**src/rtl/isl_pkg.sv**
```systemverilog
package isl_pkg;
  typedef enum logic [2:0] {
    ST_IDLE,
    ST_RX,
    ST_ACK,
    ST_HOLD,
    ST_TX,
    ST_MACK
  } isl_state_e;
endpackage

```
**src/rtl/isl_line_sync.sv**
```systemverilog
module isl_line_sync #(
  parameter int STAGES = 2
) (
  input  logic clk,
  input  logic rst_n,
  input  logic line_i,
  output logic level_o,
  output logic rise_o,
  output logic fall_o
);
  // One extra stage beyond the synchroniser holds the previous level for edge detection
  logic [STAGES:0] pipe_q;

  always_ff @(posedge clk or negedge rst_n) begin
    if (!rst_n) pipe_q <= '1;
    else        pipe_q <= {pipe_q[STAGES-1:0], line_i};
  end

  assign level_o = pipe_q[STAGES-1];
  assign rise_o  = pipe_q[STAGES-1] & ~pipe_q[STAGES];
  assign fall_o  = ~pipe_q[STAGES-1] & pipe_q[STAGES];
endmodule

```
**src/rtl/isl_bus_cond.sv**
```systemverilog
module isl_bus_cond (
  input  logic scl_lvl,
  input  logic sda_rise,
  input  logic sda_fall,
  output logic start_o,
  output logic stop_o
);
  // SDA may only move while SCL is high to signal Start or Stop
  assign start_o = sda_fall & scl_lvl;
  assign stop_o  = sda_rise & scl_lvl;
endmodule

```
**src/rtl/isl_slave.sv**
```systemverilog
module isl_slave #(
  parameter int ADDR_W      = 7,
  parameter int SYNC_STAGES = 2
) (
  input  logic              clk,
  input  logic              rst_n,
  input  logic              scl_i,
  input  logic              sda_i,
  output logic              scl_drive_low,
  output logic              sda_drive_low,
  input  logic [ADDR_W-1:0] own_addr,
  input  logic              stretch_en,
  input  logic              clk_release,
  output logic [ADDR_W:0]   rx_data,
  output logic              rx_valid,
  input  logic              rx_ready,
  input  logic [ADDR_W:0]   tx_data,
  input  logic              tx_valid,
  output logic              tx_ready,
  output logic              dir_read,
  output logic              overflow,
  input  logic              overflow_clr,
  output logic              byte_irq,
  input  logic              byte_irq_clr
);
  import isl_pkg::*;

  localparam int DATA_W = ADDR_W + 1;
  localparam int CNT_W  = $clog2(DATA_W + 1);

  // Index 0 carries SCL, index 1 carries SDA
  logic [1:0] line_in, lvl, rise, fall;
  logic       start_det, stop_det;

  assign line_in = {sda_i, scl_i};

  for (genvar g = 0; g < 2; g++) begin : g_sync
    isl_line_sync #(.STAGES(SYNC_STAGES)) u_sync (
      .clk     (clk),
      .rst_n   (rst_n),
      .line_i  (line_in[g]),
      .level_o (lvl[g]),
      .rise_o  (rise[g]),
      .fall_o  (fall[g])
    );
  end

  isl_bus_cond u_cond (
    .scl_lvl  (lvl[0]),
    .sda_rise (rise[1]),
    .sda_fall (fall[1]),
    .start_o  (start_det),
    .stop_o   (stop_det)
  );

  isl_state_e         st_q;
  logic [CNT_W-1:0]   cnt_q;
  logic [DATA_W-1:0]  rx_sh_q, rx_buf_q, tx_sh_q;
  logic               addr_ph_q, full_q, ovf_q, dir_q, irq_q, rel_q, tx_have_q, mack_q;

  always_ff @(posedge clk or negedge rst_n) begin
    if (!rst_n) begin
      st_q      <= ST_IDLE;
      cnt_q     <= '0;
      rx_sh_q   <= '0;
      rx_buf_q  <= '0;
      tx_sh_q   <= '0;
      addr_ph_q <= 1'b0;
      full_q    <= 1'b0;
      ovf_q     <= 1'b0;
      dir_q     <= 1'b0;
      irq_q     <= 1'b0;
      rel_q     <= 1'b0;
      tx_have_q <= 1'b0;
      mack_q    <= 1'b0;
    end else begin
      // Host side: later bus-side assignments below take precedence
      if (rx_ready && full_q) full_q <= 1'b0;
      if (overflow_clr)       ovf_q  <= 1'b0;
      if (byte_irq_clr)       irq_q  <= 1'b0;
      if (clk_release)        rel_q  <= 1'b1;
      if (tx_valid && tx_ready) begin
        tx_sh_q   <= tx_data;
        tx_have_q <= 1'b1;
      end

      if (stop_det) begin
        st_q <= ST_IDLE;
      end else if (start_det) begin
        st_q      <= ST_RX;
        cnt_q     <= '0;
        addr_ph_q <= 1'b1;
      end else begin
        unique case (st_q)
          ST_RX: begin
            if (rise[0]) begin
              rx_sh_q <= {rx_sh_q[DATA_W-2:0], lvl[1]};
              cnt_q   <= cnt_q + 1'b1;
            end else if (fall[0] && cnt_q == CNT_W'(DATA_W)) begin
              if (addr_ph_q) begin
                if (rx_sh_q[DATA_W-1 -: ADDR_W] == own_addr && !full_q && !ovf_q) begin
                  rx_buf_q <= rx_sh_q;
                  full_q   <= 1'b1;
                  dir_q    <= rx_sh_q[0];
                  st_q     <= ST_ACK;
                end else begin
                  st_q <= ST_IDLE;
                end
              end else if (full_q) begin
                ovf_q <= 1'b1;
                st_q  <= ST_IDLE;
              end else begin
                rx_buf_q <= rx_sh_q;
                full_q   <= 1'b1;
                st_q     <= ST_ACK;
              end
            end
          end
          ST_ACK: begin
            if (fall[0]) begin
              irq_q     <= 1'b1;
              addr_ph_q <= 1'b0;
              cnt_q     <= '0;
              if (dir_q || stretch_en) begin
                st_q      <= ST_HOLD;
                rel_q     <= 1'b0;
                tx_have_q <= 1'b0;
              end else begin
                st_q <= ST_RX;
              end
            end
          end
          ST_HOLD: begin
            if (rel_q && (!dir_q || tx_have_q)) begin
              cnt_q <= '0;
              st_q  <= dir_q ? ST_TX : ST_RX;
            end
          end
          ST_TX: begin
            if (fall[0]) begin
              if (cnt_q == CNT_W'(DATA_W - 1)) begin
                st_q <= ST_MACK;
              end else begin
                tx_sh_q <= {tx_sh_q[DATA_W-2:0], 1'b0};
                cnt_q   <= cnt_q + 1'b1;
              end
            end
          end
          ST_MACK: begin
            if (rise[0]) begin
              mack_q <= lvl[1];
            end else if (fall[0]) begin
              irq_q <= 1'b1;
              cnt_q <= '0;
              if (mack_q) begin
                st_q  <= ST_IDLE;
                dir_q <= 1'b0;
              end else begin
                st_q      <= ST_HOLD;
                rel_q     <= 1'b0;
                tx_have_q <= 1'b0;
              end
            end
          end
          default: st_q <= ST_IDLE;
        endcase
      end
    end
  end

  assign scl_drive_low = (st_q == ST_HOLD);
  assign sda_drive_low = (st_q == ST_ACK) || (st_q == ST_TX && !tx_sh_q[DATA_W-1]);
  assign tx_ready      = (st_q == ST_HOLD) && dir_q && !tx_have_q;
  assign rx_data       = rx_buf_q;
  assign rx_valid      = full_q;
  assign dir_read      = dir_q;
  assign overflow      = ovf_q;
  assign byte_irq      = irq_q;
endmodule

```
**config.mk**
```make
export PLATFORM = sky130hd
export DESIGN_NAME = isl_slave
export DESIGN_NICKNAME = d
export VERILOG_FILES = /design/src/rtl/isl_pkg.sv /design/src/rtl/isl_line_sync.sv /design/src/rtl/isl_bus_cond.sv /design/src/rtl/isl_slave.sv
export SDC_FILE = /design/constraint.sdc
export NUM_CORES = 1
export LEC_CHECK = 0
export ABC_CLOCK_PERIOD_IN_PS = 2300
export CAP_MARGIN = 30
export CORE_MARGIN = 4
export CORE_UTILIZATION = 30
export DETAILED_ROUTE_END_ITERATION = 8
export HOLD_SLACK_MARGIN = 0.05
export SLEW_MARGIN = 20
export SYNTH_ARGS = -nofsm -noshare
export SYNTH_HDL_FRONTEND = slang
export SYNTH_SLANG_ARGS = --single-unit
```
**constraint.sdc**
```tcl
create_clock -name clk -period 2.3 [get_ports clk]
set_input_delay 0.23 -clock clk [delete_from_list [all_inputs] [get_ports clk]]
set_output_delay 0.23 -clock clk [all_outputs]
set_load 0.005 [all_outputs]
```
==> results.md, run 1 <==
Synth:
- Of all flip-flops after synthesis, the portion carrying an async set or reset was 100%.
- The number of distinct library cells after synthesis is 58.
- The number of synthesized flops with an enable pin is 0.
- The area of the mapped netlist is 2310 sq um.
- Yosys attributes the largest share of cell area to dfrtp_1 42%, dfstp_2 6.8%, mux2_1 4.4%.
- The main flop type after synthesis is dfrtp_1.
- During synthesis, Yosys emitted a total of 0 warnings.
- Synthesis produced 213 cells.
- The sequential cell area fraction in the yosys report is 49.1%.
- After synthesis, the largest area contributor takes up 42.3% of total cell area.
- Ranked by instance count, the synthesized netlist is headed by 39 x dfrtp_1, 16 x nor2_1, 13 x inv_1.
- Synthesis produced a netlist with a net count of 240.
- Summed over all instances, the cell type with the most area after synthesis is dfrtp_1.
- After synthesis the netlist holds a flip-flop and latch count of 45.
- The average instance area after synthesis is 10.8 sq um.
- In the post-synthesis netlist, the cell with the most instances is dfrtp_1.

GRT:
- Entering global routing, the biggest net connects 29 pins.
- For this run the aggregate overflow at the end of global routing stands at 0.
- The initial antenna violation count is 0.
- The number of global-route vias before repair is 1818.
- The first global-routing pass estimated 8640 um of wire.
- The global-route total usage across every layer is 12.2%.

Clocking:
- Counting the buffers created by CTS gives 5.
- The clock tree from TritonCTS is done.
- The clock transition at the register clock pins on the worst setup and hold paths after CTS is 0.08 ns.
- Clock latency on the worst-skew pair, taken at its later pin, is 0.30 ns.
- The H-tree was split into 2 levels.
- The clock sink count is 45.
- The longest clock path from root to sink contains 2 buffers.
- Clock tree synthesis selected as its root buffer the cell clkbuf_8.

Layout:
- In the final layout, the multi-input gates occupy 1070 sq um.
- The final net count is 282.
- Registers take 1140 sq um.
- 0 antenna diodes ended up in the layout.
- The count of filler cells inserted in the layout is 761.
- From synthesis to final layout, the design area changed by 26.5%.
- The post-route cell area is 2920 sq um.
- The share of final-layout standard cells stronger than drive strength 1 is 14.8%.

Timing:
- The routed design could run at a clock period as short as 2.15 ns.
- In the final timing run, aggregate negative setup slack is 0 ns.
- Setup violations remaining at the end of the flow were counted as 0.
- The share of the cycle needed by the critical path after routing is 93.5%.
- The final worst clock skew is 0.00890 ns.
- Setup repair after global routing left no endpoint under its margin.
- The final max-slew violation count came to 0.
- The maximum clock frequency is 465 MHz.
- For the pin with the worst max-slew slack, the measured transition is 0.624 ns.
- The final hold violation count came to 0.
- Measured against its own limit, the worst slew margin works out to 58.4%.

Die:
- The starting utilization of the core area is 31.3%.
- In this run the standard cell core region covers 7370 sq um.
- The overall die area is 9160 sq um.
- The floorplan has 31 rows.
- The die span in x is 95.7 um.
- For this design the top-level I/O count stands at 40.
- In this run the vertical extent of the chip is 95.7 um.

Worst hold path:
- The worst min-delay path class is in -> reg.

Setup path:
- The data required time at the worst endpoint is 2.07 ns.
- The worst setup path is of the reg -> out kind.
- The startpoint type of the worst setup path is a register.
- Of all nets on the critical path, the largest fanout is 13.
- Traced cell by cell, the critical path runs through or2b_1 -> o21a_1 -> nor2_1 -> clkdlybuf4s50_1.
- STA puts the critical path data arrival time at 1.92 ns.
- The critical path's top delay family is buffers and inverters.
- The count of buffering cells on the critical path with inverters included is 1.
- In this design, the stage delay of the slowest critical-path cell is 0.52 ns.
- Among all stages on the critical path, the largest delay is contributed by clkdlybuf4s50_1.
- The endpoint kind of the worst setup timing path is an output pin.

Power and ir drop:
- The maximum vdd ir drop is 355 uV.
- In this run the static leakage power is 1.20 nW.
- The total power divided by cell area is 726 nW/um^2.

Drt:
- The average via count per standard cell is 4.79.
- In the final routed layout, each cell accounts on average for 14.1 um.
- In the routed design, unresolved DRC markers number 0.
- For this block, the initial DRC count from the detailed router was 160.
- The total iterations of the first detailed-routing run is 4.
- The remaining number of nets flagged by the antenna check after routing is 0.
- Summed over all layers, the routed wires come to 4990 um.
- The via count is 1700.

Place:
- The wire-length estimate of the detail-placed layout is 3780 um.
- The count of port buffers added during placement is 39.
- Routability-driven placement finished with a final weighted congestion of 0.882.
- The area after detailed placement is 2790 sq um.

Status:
- The run finished with clean final reports.

Job:
- The count of maximum capacitance violations is 0.
cell type report:
cell class	count	area share, %
well taps	99	4.25
repair buffers	43	14.3
inverters	13	1.67
multi-input cells	147	36.7
flip-flops and latches	45	38.9
clock inverters	2	1.29
clock buffers	6	2.83
power by group:
group | internal, mW | leakage, nW | total [mW] | switching (mW)
clock network | 0.353 | 0.0574 | 0.620 | 0.267
logic | 0.258 | 0.606 | 0.454 | 0.196
registers | 0.906 | 0.532 | 1.05 | 0.139
per-layer routing:
metal	wire length (um)	global-route usage, %
met1	2310	15.9
met2	2440	19.6
met3	127	2.89
met4	116	4.86
met5	0	0
kinds of logic after synthesis:
group           synth area share, %
fa+ha+maj                      1.52
mux                            11.3
compound gates                 14.1
xor+xnor                       3.42
simple gates                   16.1
flops                          49.1
buf+inv                        4.45
placed cells by master (no fill, tap or decap), types with 2 or more instances in the layout:
cell / synthesis / routed
a211o_1: 2 / 2
a21oi_1: 12 / 12
buf_4: 4 / 3
clkbuf_8: 0 / 6
clkdlybuf4s50_1: 0 / 38
dfrtp_1: 39 / 37
dfrtp_2: 0 / 2
dfstp_2: 6 / 6
ha_1: 2 / 2
inv_1: 13 / 13
mux2_1: 9 / 9
mux2_2: 7 / 7
mux2i_1: 8 / 8
nand2_1: 9 / 9
nand2b_1: 5 / 5
nand3_1: 5 / 5
nand3b_1: 6 / 6
nand4_1: 4 / 4
nor2_1: 16 / 16
nor2b_1: 2 / 2
nor3_1: 3 / 3
nor3b_2: 2 / 2
o21a_1: 2 / 2
o21ai_0: 6 / 6
o21ai_1: 2 / 2
o22ai_1: 3 / 3
o2bb2ai_1: 2 / 2
o31ai_1: 3 / 3
xnor2_1: 8 / 8
metrics by stage:
step	hold WS [ns]	total power, mW	cells	utilization (%)	setup slack, ns
floorplan	-0.0656	1.36	213	-	0.491
global placement	0.290	1.51	346	37.8	0.260
detailed placement	0.293	1.52	346	37.8	0.224
CTS	0.317	2.15	355	39.6	0.0316
global route	0.313	2.26	355	39.6	0.0115
finish	0.328	2.12	355	39.6	0.150
path summary, 6_finish.rpt:
kind	start	to	slack, ns	depth (start not counted)
min	scl_i	g_sync[0].u_sync.pipe_q[0]	0.33	1
min in group asynchronous	rst_n	tx_sh_q[2]	0.48	2
max	st_q[2]	sda_drive_low	0.15	4
min reg2reg	g_sync[0].u_sync.pipe_q[0]	g_sync[0].u_sync.pipe_q[1]	0.36	0
max in group asynchronous	rst_n	g_sync[1].u_sync.pipe_q[2]	1.16	3
max reg2reg	g_sync[0].u_sync.pipe_q[2]	cnt_q[0]	0.28	5
registers in the layout, summed over array words and instances (netlist names):
name and flops:
addr_ph_q 1, byte_irq 1, cnt_q 4, dir_read 1, g_sync.u_sync.pipe_q 6, mack_q 1
overflow 1, rel_q 1, rx_data 8, rx_sh_q 8, rx_valid 1, st_q 3
tx_have_q 1, tx_sh_q 8
timing repair:
action                     4_1_cts  5_1_grt
hold buffers                     1        0
setup buffers                    0        0
hold endpoints to repair        22        0
setup endpoints to repair        0        1
gates resized for setup          0        2
No activity file was read; power rests on OpenSTA's default activity.
==> run 2, diff against run 1 <==
- RECOVER_POWER: unset -> 100
==> results.md, run 2 (synthesis gave the netlist of run 1 again) <==
Power and ir drop:
- The power spent charging and discharging nets is 0.601 mW (was 0.602 mW).
- The total power divided by cell area is 727 nW/um^2 (was 726 nW/um^2).
- The maximum vdd ir drop is 353 uV (was 355 uV).
- The cell-internal power came to 1.51 mW (was 1.52 mW).
- The fraction of power spent switching nets was 28.5% (was 28.4%).
- The leakage power of the design is 1.23 nW (was 1.20 nW).
- The fraction of power consumed by combinational cells is 21.1% (was 21.4%).
- The part of the total power dissipated in the clock network is 29.4% (was 29.3%).
- The register share of total power is 49.5% (was 49.3%).
- The overall power after layout came to 2.11 mW (was 2.12 mW).

Timing:
- The transition time at the pin with the least slew margin is 1.50 ns (was 0.624 ns).
- The share of the cycle needed by the critical path after routing is 93.2% (was 93.5%).
- The worst hold slack is 0.359 ns (was 0.328 ns).
- The maximum clock frequency came to 466 MHz (was 465 MHz).
- The relative slew slack is 0.144% (was 58.4%).
- The final max-slew violation count is 0 (unchanged).
- Unrepaired setup endpoints after global routing: false (unchanged).
- The sum of negative setup slack was 0 ns (unchanged).
- The setup slack after layout came to 0.156 ns (was 0.150 ns).
- The shortest clock period the worst path allows after layout is 2.14 ns (was 2.15 ns).
- The final hold violation count is 0 (unchanged).
- The final count of negative-setup-slack endpoints is 0 (unchanged).
- The final worst clock skew is 0.0102 ns (was 0.00890 ns).

Drt:
- The remaining number of nets flagged by the antenna check after routing is 0 (unchanged).
- The average via count per standard cell is 4.81 (was 4.79).
- The via count came to 1706 (was 1700).
- The average routed wire per standard cell is 14.1 um (about the same).
- The number of design-rule violations left by the first detailed-router iteration came to 175 (was 160).
- The routed wire length is 4990 um (about the same).
- The DRC violations left was 0 (unchanged).
- The total iterations of the first detailed-routing run is 4 (unchanged).

Setup path:
- The startpoint type of the worst setup path is a register (unchanged).
- The data required time at the worst endpoint is 2.07 ns (about the same).
- The endpoint kind of the worst setup timing path is an output pin (unchanged).
- The kind of critical path is reg -> out (unchanged).
- The worst endpoint data arrival time was 1.91 ns (was 1.92 ns).
- The largest fanout of any net on the critical path came to 11 (was 13).

Layout:
- Commonest cells after routing, fill and taps aside: 37 x dfrtp_1, 23 x clkdlybuf4s50_1, 16 x nor2_1, 16 x dlygate4sd3_1, 13 x inv_1 (was 38 x clkdlybuf4s50_1, 37 x dfrtp_1, 16 x nor2_1, 13 x inv_1, 12 x a21oi_1).
- The area of the multi-input gates is 1060 sq um (was 1070 sq um).
- The area added between synthesis and finish is 25.8% (was 26.5%).
- The final net count was 282 (unchanged).
- The count of filler cells inserted in the layout is 765 (was 761).
- The antenna diode count is 0 (unchanged).
- The core utilization of the finished layout is 39.4% (was 39.6%).
- The share of final-layout standard cells stronger than drive strength 1 is 12.9% (was 14.8%).
- The most common library cell in the layout ignoring fill and taps is dfrtp_1 (was clkdlybuf4s50_1).
- The area of all sequential standard cells is 1140 sq um (unchanged).

Clocking:
- The maximum root-to-sink buffer count was 2 (unchanged).
- The clock sink count was 45 (unchanged).
- The clock tree from TritonCTS is done (unchanged).
- The total number of H-tree levels is 2 (unchanged).
- The TritonCTS buffer count was 5 (unchanged).
- The clock insertion delay at the later pin of the skew report is 0.30 ns (about the same).
- The root buffer cell is clkbuf_8 (unchanged).
- The clock transition at the register clock pins on the worst setup and hold paths after CTS is 0.09 ns (was 0.08 ns).

Place:
- The setup slack at placement is 0.224 ns (unchanged).
- The count of port buffers added during placement is 39 (unchanged).
- The total half-perimeter wirelength after legalization and detailed placement is 3780 um (unchanged).
- The routability congestion estimate from global placement came to 0.882 (unchanged).

Worst hold path:
- The worst min-delay path class is reg -> reg (was in -> reg).

Die:
- The die span in x is 95.7 um (unchanged).
- The overall die area is 9160 sq um (unchanged).
- The overall die height was 95.7 um (unchanged).
- The starting utilization of the core area is 31.3% (unchanged).
- The standard-cell row count was 31 (unchanged).
- The area inside the core boundary came to 7370 sq um (unchanged).
- The boundary pin count is 40 (unchanged).

Status:
- Result of the run: complete, but fails checks (was finished, final reports clean).
- The final reports fail on capacitance limit.

GRT:
- The first-pass GRT wire length came to 8640 um (unchanged).
- The initial antenna violation count is 0 (unchanged).
- The global-route total usage across every layer came to 12.2% (unchanged).
- The number of global-route vias before repair is 1818 (unchanged).
- The global-route congestion overflow total is 0 (unchanged).
- The pin count of the biggest net entering global routing is 29 (unchanged).

Job:
- The count of maximum capacitance violations is 1 (was 0).
## run 2: cell types whose count changed in the layout (fill, tap and decap cells not counted), sizes merged
cell           change
dlygate4sd3       +15
buf                -4
clkbuf             +4
clkdlybuf4s50     -15
## run 2: critical path, stage by stage (launching register included)
cell	delay [ns]
dfrtp_2	0.50
or2b_1	0.31
o21a_1	0.18
nor2_1	0.10
clkdlybuf4s50_1	0.52
## run 2: through the flow
stage                     instance area [sq um]  instances
final                                      2900        355
after global routing                       2900        355
after CTS                                  2920        355
after detailed placement                   2790        346
after global placement                     2790        346
after floorplan                            2310        213
## run 2: worst paths after layout
path / end / depth (start not counted) / startpoint / slack (ns)
hold reg to reg: g_sync[0].u_sync.pipe_q[1] / 0 / g_sync[0].u_sync.pipe_q[0] / 0.36
setup / recovery: sda_drive_low / 4 / st_q[1] / 0.16
max in group asynchronous: g_sync[1].u_sync.pipe_q[2] / 3 / rst_n / 0.44
setup reg to reg: cnt_q[0] / 5 / g_sync[0].u_sync.pipe_q[2] / 0.19
hold / removal: g_sync[0].u_sync.pipe_q[1] / 0 / g_sync[0].u_sync.pipe_q[0] / 0.36
min in group asynchronous: tx_sh_q[2] / 2 / rst_n / 0.82
## run 2: power by group through the flow
| stage | Combinational [mW] | Clock [mW] | Sequential (mW) |
|---|---|---|---|
| floorplan | 0.355 | 0 | 1.00 |
| detailed placement | 0.457 | 0 | 1.06 |
| global route | 0.511 | 0.672 | 1.07 |
| CTS | 0.461 | 0.641 | 1.05 |
| global placement | 0.448 | 0 | 1.06 |
| finish | 0.446 | 0.621 | 1.04 |
## run 2: timing repair
| action | CTS | global route |
|---|---|---|
| setup buffers | 0 | 0 |
| hold endpoints to repair | 22 | 0 |
| resized for setup | 0 | 2 |
| setup endpoints to repair | 0 | 1 |
| hold buffers | 1 | 0 |
## run 2: routing by layer
metal	track usage (%)	vias up	routed length, um
li1	-	840	-
met3	2.89	10	136
met2	19.6	27	2450
met5	0	-	0
met4	4.86	0	116
met1	15.9	829	2290
## run 2: final cells by class
class	instances	share of cell area, %
clock inverter	2	1.29
clock buffer	6	2.85
sequential	45	39.2
inverter	13	1.68
multi-input combinational	147	36.7
timing repair buffer	43	14.1
tap	99	4.27
==> run 3, diff against run 2 <==
- SETUP_SLACK_MARGIN: unset -> 0.3
- SLEW_MARGIN: 20 -> unset
==> results.md, run 3 (synthesis gave the netlist of run 1 again) <==
Clocking:
- The clock transition at the register clock pins on the worst setup and hold paths after CTS came to 0.09 ns (about the same).
- The clock sink count is 45 (unchanged).
- The maximum root-to-sink buffer count is 2 (unchanged).
- The total number of H-tree levels is 2 (unchanged).
- The TritonCTS buffer count is 5 (unchanged).
- The clock insertion delay at the later pin of the skew report is 0.31 ns (was 0.30 ns).
- The root buffer cell is clkbuf_8 (unchanged).
- The clock tree from TritonCTS is done (unchanged).

GRT:
- The initial antenna violation count is 0 (unchanged).
- The first-pass GRT wire length is 8930 um (was 8640 um).
- The number of global-route vias before repair came to 1883 (was 1818).
- The fraction of met3 tracks used by global routing came to 2.89% (unchanged).
- The global-route total usage across every layer is 12.6% (was 12.2%).
- The met1 routing resource usage after global routing came to 16.1% (was 15.9%).
- The global-route congestion overflow total is 0 (unchanged).
- The busiest layer in global routing was met2 (unchanged).
- The global-route track usage on met2 is 20.4% (was 19.6%).
- The pin count of the biggest net entering global routing was 29 (unchanged).

Timing:
- Unrepaired setup endpoints after global routing: true (was false).
- The worst hold slack is 0.365 ns (was 0.359 ns).
- The final hold violation count is 0 (unchanged).
- The final max-slew violation count is 0 (unchanged).
- The maximum clock frequency is 482 MHz (was 466 MHz).
- The final worst clock skew was 0.0114 ns (was 0.0102 ns).
- The transition time at the pin with the least slew margin was 0.625 ns (was 1.50 ns).
- The shortest clock period the worst path allows after layout is 2.08 ns (was 2.14 ns).
- The final count of negative-setup-slack endpoints is 0 (unchanged).
- The sum of negative setup slack is 0 ns (unchanged).
- The share of the cycle needed by the critical path after routing is 90.2% (was 93.2%).
- The relative slew slack is 58.3% (was 0.144%).

Die:
- The area inside the core boundary is 7370 sq um (unchanged).
- The die span in x was 95.7 um (unchanged).
- The starting utilization of the core area was 31.3% (unchanged).
- The boundary pin count is 40 (unchanged).
- The standard-cell row count is 31 (unchanged).
- The overall die area came to 9160 sq um (unchanged).
- The overall die height is 95.7 um (unchanged).

Setup path:
- The worst setup path endpoint is tx_ready (was sda_drive_low).
- The data required time at the worst endpoint came to 2.07 ns (about the same).
- The depth of the worst register-to-register path is 7 (was 5).
- The worst flop-to-flop path startpoint is st_q[1] (was g_sync[0].u_sync.pipe_q[2]).
- The critical register-to-register path endpoint is cnt_q[0] (unchanged).
- The worst reg-to-reg setup slack is 0.27 ns (was 0.19 ns).
- The startpoint type of the worst setup path is a register (unchanged).
- The start point of the critical path is st_q[1] (unchanged).
- The largest fanout of any net on the critical path was 5 (was 11).
- The endpoint kind of the worst setup timing path is an output pin (unchanged).
- The worst endpoint data arrival time was 1.85 ns (was 1.91 ns).
- The kind of critical path is reg -> out (unchanged).

Layout:
- The area added between synthesis and finish is 31.9% (was 25.8%).
- Commonest cells after routing, fill and taps aside: 36 x dfrtp_1, 21 x clkdlybuf4s50_1, 17 x dlygate4sd3_1, 16 x nor2_1, 14 x buf_4 (was 37 x dfrtp_1, 23 x clkdlybuf4s50_1, 16 x nor2_1, 16 x dlygate4sd3_1, 13 x inv_1).
- The most common library cell in the layout ignoring fill and taps is dfrtp_1 (unchanged).
- The antenna diode count is 0 (unchanged).
- The share of final-layout standard cells stronger than drive strength 1 is 18.2% (was 12.9%).
- The core utilization of the finished layout is 41.3% (was 39.4%).
- The final net count is 300 (was 282).
- The post-route cell area is 3040 sq um (was 2900 sq um).
- The count of filler cells inserted in the layout came to 748 (was 765).

Power and ir drop:
- The fraction of power consumed by combinational cells is 23.7% (was 21.1%).
- The leakage power of the design came to 1.31 nW (was 1.23 nW).
- The total power divided by cell area is 713 nW/um^2 (was 727 nW/um^2).
- The maximum vdd ir drop came to 349 uV (was 353 uV).
- The power spent charging and discharging nets was 0.624 mW (was 0.601 mW).
- The part of the total power dissipated in the clock network came to 28.6% (was 29.4%).
- The fraction of power spent switching nets is 28.8% (was 28.5%).
- The cell-internal power is 1.55 mW (was 1.51 mW).
- The register share of total power is 47.6% (was 49.5%).
- The overall power after layout was 2.17 mW (was 2.11 mW).

Drt:
- The routed wire length is 5390 um (was 4990 um).
- The remaining number of nets flagged by the antenna check after routing is 0 (unchanged).
- The total iterations of the first detailed-routing run came to 4 (unchanged).
- The DRC violations left is 0 (unchanged).
- The average via count per standard cell came to 4.91 (was 4.81).
- The number of design-rule violations left by the first detailed-router iteration is 151 (was 175).
- The via count came to 1831 (was 1706).
- The average routed wire per standard cell came to 14.5 um (was 14.1 um).

Place:
- The count of port buffers added during placement is 39 (unchanged).
- The area after detailed placement came to 2790 sq um (unchanged).
- The total half-perimeter wirelength after legalization and detailed placement is 3780 um (unchanged).
- The routability congestion estimate from global placement came to 0.882 (unchanged).

Worst hold path:
- The worst min-delay path class is reg -> reg (unchanged).

Job:
- The count of maximum capacitance violations was 0 (was 1).

Status:
- Result of the run: finished, final reports clean (was complete, but fails checks).
[run 3: cell types whose count changed in the layout (fill, tap and decap cells not counted), sizes merged]
cell / change
buf: +15
clkbuf: +3
clkdlybuf4s50: -2
clkdlybuf4s25: +1
dlygate4sd3: +1
[run 3: worst min-delay path by stage]
stage | start | end | slack, ns | depth (start not counted)
finish | g_sync[0].u_sync.pipe_q[0] | g_sync[0].u_sync.pipe_q[1] | 0.36 | 0
global route | g_sync[0].u_sync.pipe_q[0] | g_sync[0].u_sync.pipe_q[1] | 0.37 | 0
CTS | scl_i | g_sync[0].u_sync.pipe_q[0] | 0.32 | 1
global placement | rst_n | tx_sh_q[0] | 0.29 | 1
detailed placement | rst_n | tx_sh_q[0] | 0.29 | 1
floorplan | rst_n | addr_ph_q | -0.07 | 0
[run 3: area by class of cell]
| cell class | instances | area (sq um) | share of cell area, % |
|---|---|---|---|
| Sequential cell | 45 | 1140 | 37.4 |
| Multi-Input combinational cell | 147 | 1080 | 35.6 |
| Timing Repair Buffer | 61 | 531 | 17.4 |
| Inverter | 13 | 48.8 | 1.60 |
| Clock inverter | 2 | 37.5 | 1.23 |
| Tap cell | 99 | 124 | 4.07 |
| Clock buffer | 6 | 82.6 | 2.71 |
[run 3: stage by stage]
stage / setup WS (ns) / std cells
after CTS: 0.268 / 362
after floorplan: 0.491 / 213
final: 0.225 / 373
after global placement: 0.260 / 346
after detailed placement: 0.224 / 346
after global routing: 0.147 / 373
[run 3: metal layers]
metal  share of wire (%)  up-vias
met5                   0        -
met4                 2.7        0
met3                 3.6       14
met2                  50       46
met1                  43      895
li1                    -      876
[run 3: timing repair]
item / CTS / global route
setup buffers: 7 / 11
pin swaps: 1 / 1
resized for setup: 5 / 4
setup endpoints to repair: 12 / 22
hold endpoints to repair: 22 / 0
hold buffers: 1 / 0
[run 3: power groups by stage]
| stage | registers [mW] | clock network (mW) | logic (mW) |
|---|---|---|---|
| after floorplan | 1.00 | 0 | 0.355 |
| after global placement | 1.06 | 0 | 0.448 |
| after detailed placement | 1.06 | 0 | 0.457 |
| after CTS | 1.05 | 0.641 | 0.467 |
| after global routing | 1.06 | 0.672 | 0.581 |
| final | 1.03 | 0.622 | 0.515 |
[run 3: worst max-delay path: stages, from the launching register on]
cell           delay [ns]
dfrtp_2              0.42
clkbuf_1             0.20
nand3b_1             0.15
nor2_1               0.16
dlygate4sd3_1        0.60
